==> src/rtl/adc_pwr_pkg.sv <==
package adc_pwr_pkg;

  // One step of the settle countdown: decrement on a tick, floor at zero.
  function automatic logic [31:0] settle_step(logic [31:0] left, logic tick);
    return (tick && (left != 32'd0)) ? left - 32'd1 : left;
  endfunction

  // Counter width needed to hold a tick count.
  function automatic int unsigned cnt_width(int unsigned ticks);
    return $clog2(ticks + 1);
  endfunction

endpackage

==> src/rtl/adc_settle_timer.sv <==
module adc_settle_timer
  import adc_pwr_pkg::*;
#(
  parameter int unsigned TICKS = 12
) (
  input  logic clk,
  input  logic rst_n,
  input  logic start,
  input  logic abort,
  input  logic tick,
  output logic busy
);
  localparam int unsigned CW = cnt_width(TICKS);

  logic [CW-1:0] cnt_q;

  always_ff @(posedge clk) begin
    if (!rst_n)      cnt_q <= '0;
    else if (abort)  cnt_q <= '0;
    else if (start)  cnt_q <= CW'(TICKS);
    else             cnt_q <= CW'(settle_step(32'(cnt_q), tick));
  end

  assign busy = (cnt_q != '0);

  // once running, the count never climbs back (no restart).
  a_r6_no_restart: assert property (@(posedge clk) disable iff (!rst_n)
    (busy && !abort) |=> (cnt_q <= $past(cnt_q)));

  // counting only starts from a start request.
  a_r5_busy_from_start: assert property (@(posedge clk) disable iff (!rst_n)
    $rose(busy) |-> $past(start));

endmodule

==> src/rtl/adc_core_ctl.sv <==
module adc_core_ctl (
  input  logic clk,
  input  logic rst_n,
  input  logic hit,
  input  logic done,
  output logic core_en
);
  logic core_q;

  always_ff @(posedge clk) begin
    if (!rst_n)    core_q <= 1'b0;
    else if (hit)  core_q <= 1'b1;
    else if (done) core_q <= 1'b0;
  end

  assign core_en = core_q;

  // an address match wakes the core on the next cycle.
  a_r2_wake_on_hit: assert property (@(posedge clk) disable iff (!rst_n)
    hit |=> core_en);

  // the core only sleeps after a conversion completes.
  a_r3_sleep_on_done: assert property (@(posedge clk) disable iff (!rst_n)
    $fell(core_en) |-> $past(done));

endmodule

==> src/rtl/adc_ref_ctl.sv <==
module adc_ref_ctl (
  input  logic clk,
  input  logic rst_n,
  input  logic ext_ref,
  input  logic hit,
  input  logic rw,
  input  logic ninth,
  input  logic nack,
  output logic ref_en,
  output logic buf_en,
  output logic start,
  output logic stop
);
  logic pend_q, armed_q, ref_q, buf_q;

  // Internal events, named for the assertions and the timer.
  assign start = ninth && pend_q && !ref_q && !ext_ref;
  assign stop  = nack && armed_q && ref_q;

  always_ff @(posedge clk) begin
    if (!rst_n) begin
      pend_q  <= 1'b0;
      armed_q <= 1'b0;
      ref_q   <= 1'b0;
      buf_q   <= 1'b0;
    end else begin
      if (hit)        pend_q <= 1'b1;
      else if (ninth) pend_q <= 1'b0;

      if (hit)       armed_q <= !ext_ref && !rw;
      else if (nack) armed_q <= 1'b0;

      if (stop)       ref_q <= 1'b0;
      else if (start) ref_q <= 1'b1;

      buf_q <= ref_q && !stop;
    end
  end

  assign ref_en = ref_q;
  assign buf_en = buf_q;

  // the buffer comes up only after the reference.
  a_r4_buf_after_ref: assert property (@(posedge clk) disable iff (!rst_n)
    $rose(buf_en) |-> $past(ref_en));

  // the buffer is never on without the reference.
  a_r4_buf_needs_ref: assert property (@(posedge clk) disable iff (!rst_n)
    buf_en |-> ref_en);

  // the reference only drops on a master not-acknowledge with shutdown armed.
  a_r8_off_on_nack: assert property (@(posedge clk) disable iff (!rst_n)
    $fell(ref_en) |-> $past(nack && armed_q));

  // external mode never powers the on-chip reference.
  a_r10_ext_quiet: assert property (@(posedge clk) disable iff (!rst_n)
    ext_ref |-> (!ref_en && !buf_en));

  // an acknowledge edge without a pending wake changes nothing.
  a_r11_stray_edge: assert property (@(posedge clk) disable iff (!rst_n)
    (ninth && !pend_q && !nack) |=> (ref_en == $past(ref_en)));

endmodule

==> src/rtl/adc_pwr_seq.sv <==
module adc_pwr_seq #(
  parameter int unsigned SETTLE_TICKS = 12
) (
  input  logic clk,
  input  logic rst_n,
  input  logic ext_ref_sel,
  input  logic addr_hit,
  input  logic addr_rw,
  input  logic ack_fall,
  input  logic conv_done,
  input  logic mst_nack,
  input  logic ref_tick,
  output logic core_en,
  output logic ref_en,
  output logic buf_en,
  output logic ref_ready
);
  logic settle_start, ref_stop, settling, rdy_q;

  adc_core_ctl u_core (
    .clk     (clk),
    .rst_n   (rst_n),
    .hit     (addr_hit),
    .done    (conv_done),
    .core_en (core_en)
  );

  adc_ref_ctl u_ref (
    .clk     (clk),
    .rst_n   (rst_n),
    .ext_ref (ext_ref_sel),
    .hit     (addr_hit),
    .rw      (addr_rw),
    .ninth   (ack_fall),
    .nack    (mst_nack),
    .ref_en  (ref_en),
    .buf_en  (buf_en),
    .start   (settle_start),
    .stop    (ref_stop)
  );

  adc_settle_timer #(.TICKS(SETTLE_TICKS)) u_timer (
    .clk   (clk),
    .rst_n (rst_n),
    .start (settle_start),
    .abort (ref_stop),
    .tick  (ref_tick),
    .busy  (settling)
  );

  always_ff @(posedge clk) begin
    if (!rst_n) rdy_q <= 1'b0;
    else        rdy_q <= ext_ref_sel || (ref_en && !settling && !ref_stop);
  end

  assign ref_ready = rdy_q;

  // in internal mode, ready implies a powered reference.
  a_r5_ready_needs_ref: assert property (@(posedge clk) disable iff (!rst_n)
    (ref_ready && !ext_ref_sel) |-> ref_en);

  // ready never rises while the settle count is still running.
  a_r5_no_early_ready: assert property (@(posedge clk) disable iff (!rst_n)
    (settling && !ext_ref_sel) |=> !ref_ready);

endmodule

==> config.mk <==
export PLATFORM = sky130hd
export DESIGN_NAME = adc_pwr_seq
export DESIGN_NICKNAME = d
export VERILOG_FILES = /design/src/rtl/adc_pwr_pkg.sv /design/src/rtl/adc_settle_timer.sv /design/src/rtl/adc_core_ctl.sv /design/src/rtl/adc_ref_ctl.sv /design/src/rtl/adc_pwr_seq.sv
export SDC_FILE = /design/constraint.sdc
export NUM_CORES = 1
export LEC_CHECK = 0
export CORE_AREA = 2 2 39 41
export CTS_CLUSTER_DIAMETER = 80
export CTS_CLUSTER_SIZE = 20
export DETAILED_ROUTE_END_ITERATION = 8
export DIE_AREA = 0 0 41 43
export DONT_BUFFER_PORTS = 1
export GPL_ROUTABILITY_DRIVEN = 0
export GPL_TIMING_DRIVEN = 1
export PLACE_DENSITY = 0.51
export RECOVER_POWER = 100
export REMOVE_ABC_BUFFERS = 1
export SLEW_MARGIN = 20
export SYNTH_ARGS = -nofsm -noshare
export SYNTH_HDL_FRONTEND = slang
export SYNTH_SLANG_ARGS = --single-unit
==> constraint.sdc <==
create_clock -name clk -period 1.41 [get_ports clk]
set_input_delay 0.2115 -clock clk [delete_from_list [all_inputs] [get_ports clk]]
set_output_delay 0.2115 -clock clk [all_outputs]
set_load 0.1 [all_outputs]
==> results.toml <==
[timing]
finalWorstSetupSlack_ps = 112
slew_violations = 0
post-route-period-util = 0.921
tightest_slew_ps = 542
max-slew-margin-rel = 0.640
max_freq_mhz = 770
skew_ps = 2.02
rsz0062_at_grt = "false"
timing.hold.ws_ps = 59.7
timing.final.crit_period_ps = 1300
final_hold_viol_count = 0
setup_viol = 0

[route]
detail_route.first_pass.iterations = 2
drc = 0
vias = 347
viasPerCell = 4.82
first_iter_violations = 3
routed_wl_um = 725
detail_route.wl_per_cell_um = 10.1
ant_nets = 0

[yosys]
syn_area_um2 = 438
ys_types = 18
syn_avg_cell_area_um2 = 9.32
ys_warn_count = 0
ys_ff_latch = 10
syn_inst = 47
seq_area_frac_synth = 0.457

[cells_and_area]
fillCellCount = 140
antennaDiodeCount = 0
layout_commonest_cell = "dfxtp_1"
layout_common_cells = "dfxtp_1 (8), a21oi_1 (6), inv_1 (4), nand2_1 (4), clkbuf_4 (4)"
nets = 68
drive_gt1_frac = 0.250
syn_to_final_growth_pct = 20.9

[run_status]
status = "complete, no violations"

[worst_setup_path]
worst-endpoint-required_ps = 1600
path_delay_family = "simple AND/OR/NAND/NOR gates"
crit_chain = "inv_1 -> ha_2 -> nor3b_4 -> or3_1 -> a31oi_1"
crit_buf_inv = 1
worstSetupStartpointType = "flip-flop"
slowest_stage = "or3_1"
critical_path_class = "reg2reg"
timing.critical_path.to_type = "flip-flop"
worstPathMaxFanout = 6
arrival_ps = 1490
worst_path_largest_cell_delay_ps = 350

[placed_design]
io_buffers = 0
place_ws_ps = 49.0

[worst_hold_path]
min_path_type = "in2reg"

[global_route]
grt_pass1_vias = 308
grt_overflow_total = 0
antenna_found_initial = 0
groute.usage.overall = 0.0949
grt_max_degree = 8
grt_pass1_wl_um = 1090

[die]
pin_count = 13
fp.dieH_um = 43
die_x_um = 41
dieArea_um2 = 1760
initial_core_util = 0.316
core_area_um2 = 1380
fp-row-count = 14

[clock_tree]
clockBufferDepth = 2
hold_buffers = 0
ctsRootBufferMaster = "clkbuf_4"
worstSkewPairLatency_ps = 260
cts.reportedPaths.clkPinSlew_ps = 70
clkSinkCount = 10
numCtsBuffers = 3
htree_levels = 1
cts_tree = "done"
post-cts-setup-buffer-count = 0

[run]
maxCapViolCount = 0

[power_and_ir_drop]
power_density_nw_per_um2 = 1900
p_leak_nw = 0.212
peakVddDrop_v = 0.000506
## through the flow
step / TNS [ps] / util / instance area (um2) / power, W / cells
after floorplan: -431 / - / 438 / 0.000655 / 47
after global placement: 0 / 0.358 / 495 / 0.000732 / 68
after detailed placement: 0 / 0.358 / 495 / 0.000738 / 68
after CTS: 0 / 0.384 / 532 / 0.000995 / 72
after global routing: 0 / 0.382 / 529 / 0.00108 / 72
final: 0 / 0.382 / 529 / 0.00101 / 72
## flip-flops by register name, summed over array words and instances, names as in the netlist
name	flops
u_core.core_en	1
u_ref.armed_q	1
u_timer.cnt_q	4
u_ref.pend_q	1
u_ref.buf_en	1
ref_ready	1
u_ref.ref_en	1
## synthesized netlist by cell type
master,n,area share
dfxtp_1,10,0.46
a21oi_1,6,0.069
inv_1,4,0.034
nand2_1,4,0.034
nor2b_1,3,0.043
or3_1,3,0.043
ha_1,2,0.057
nand3_1,2,0.023
nor2_1,2,0.017
o21a_1,2,0.034
o21ai_0,2,0.023
a22o_2,1,0.023
a31oi_1,1,0.014
mux2i_1,1,0.023
nand4bb_1,1,0.026
nor3b_1,1,0.017
nor3b_2,1,0.029
nor4b_2,1,0.034
## power by group
part	switching, W	internal (W)	total [W]	leakage (nW)
logic	0.000188	0.000176	0.000364	0.108
registers	0.0000454	0.000343	0.000389	0.0830
clock network	0.0000959	0.000157	0.000253	0.0210
total	0.000330	0.000676	0.00101	0.212
## layer usage
| layer | routed length, um | vias to the layer above | track usage |
|---|---|---|---|
| li1 | - | 184 | - |
| met4 | 0 | 0 | 0.0800 |
| met5 | 0 | - | 0 |
| met2 | 316 | 10 | 0.119 |
| met1 | 353 | 153 | 0.121 |
| met3 | 55 | 0 | 0.0366 |
## logic make-up (layout without fill, tap and decap cells)
| kind of cell | Yosys count | after routing | share of synthesized area |
|---|---|---|---|
| muxes | 1 | 1 | 0.0229 |
| and+or+nand+nor | 18 | 18 | 0.266 |
| buffers and inverters | 4 | 13 | 0.0343 |
| AOI/OAI and AO/OA | 12 | 12 | 0.163 |
| adders and majority gates | 2 | 2 | 0.0571 |
| DFF | 10 | 10 | 0.457 |
## worst paths after layout
check / from / endpoint / slack (ps) / depth (start not counted)
max: u_timer.cnt_q[1]$_SDFFE_PP0P_ / u_timer.cnt_q[2]$_SDFFE_PP0P_ / 110 / 5
min: mst_nack / u_ref.buf_en$_SDFF_PN0_ / 60 / 1
max reg2reg: u_timer.cnt_q[1]$_SDFFE_PP0P_ / u_timer.cnt_q[2]$_SDFFE_PP0P_ / 110 / 5
min reg2reg: u_ref.armed_q$_SDFFE_PN0P_ / u_ref.buf_en$_SDFF_PN0_ / 480 / 1
## layout make-up
type / count / area [um2] / area share
inverter: 4 / 15.0 / 0.0284
clock buffer: 4 / 36.3 / 0.0686
tap: 16 / 20.0 / 0.0378
multi-input combinational: 33 / 225 / 0.426
sequential: 10 / 203 / 0.383
timing repair buffer: 5 / 30.0 / 0.0567
## repair_timing
action | CTS | global route
resized for setup | 0 | 4
endpoints found under the hold margin | 0 | 0
endpoints found under the setup margin | 0 | 1
No activity file was read; power rests on OpenSTA's default activity.
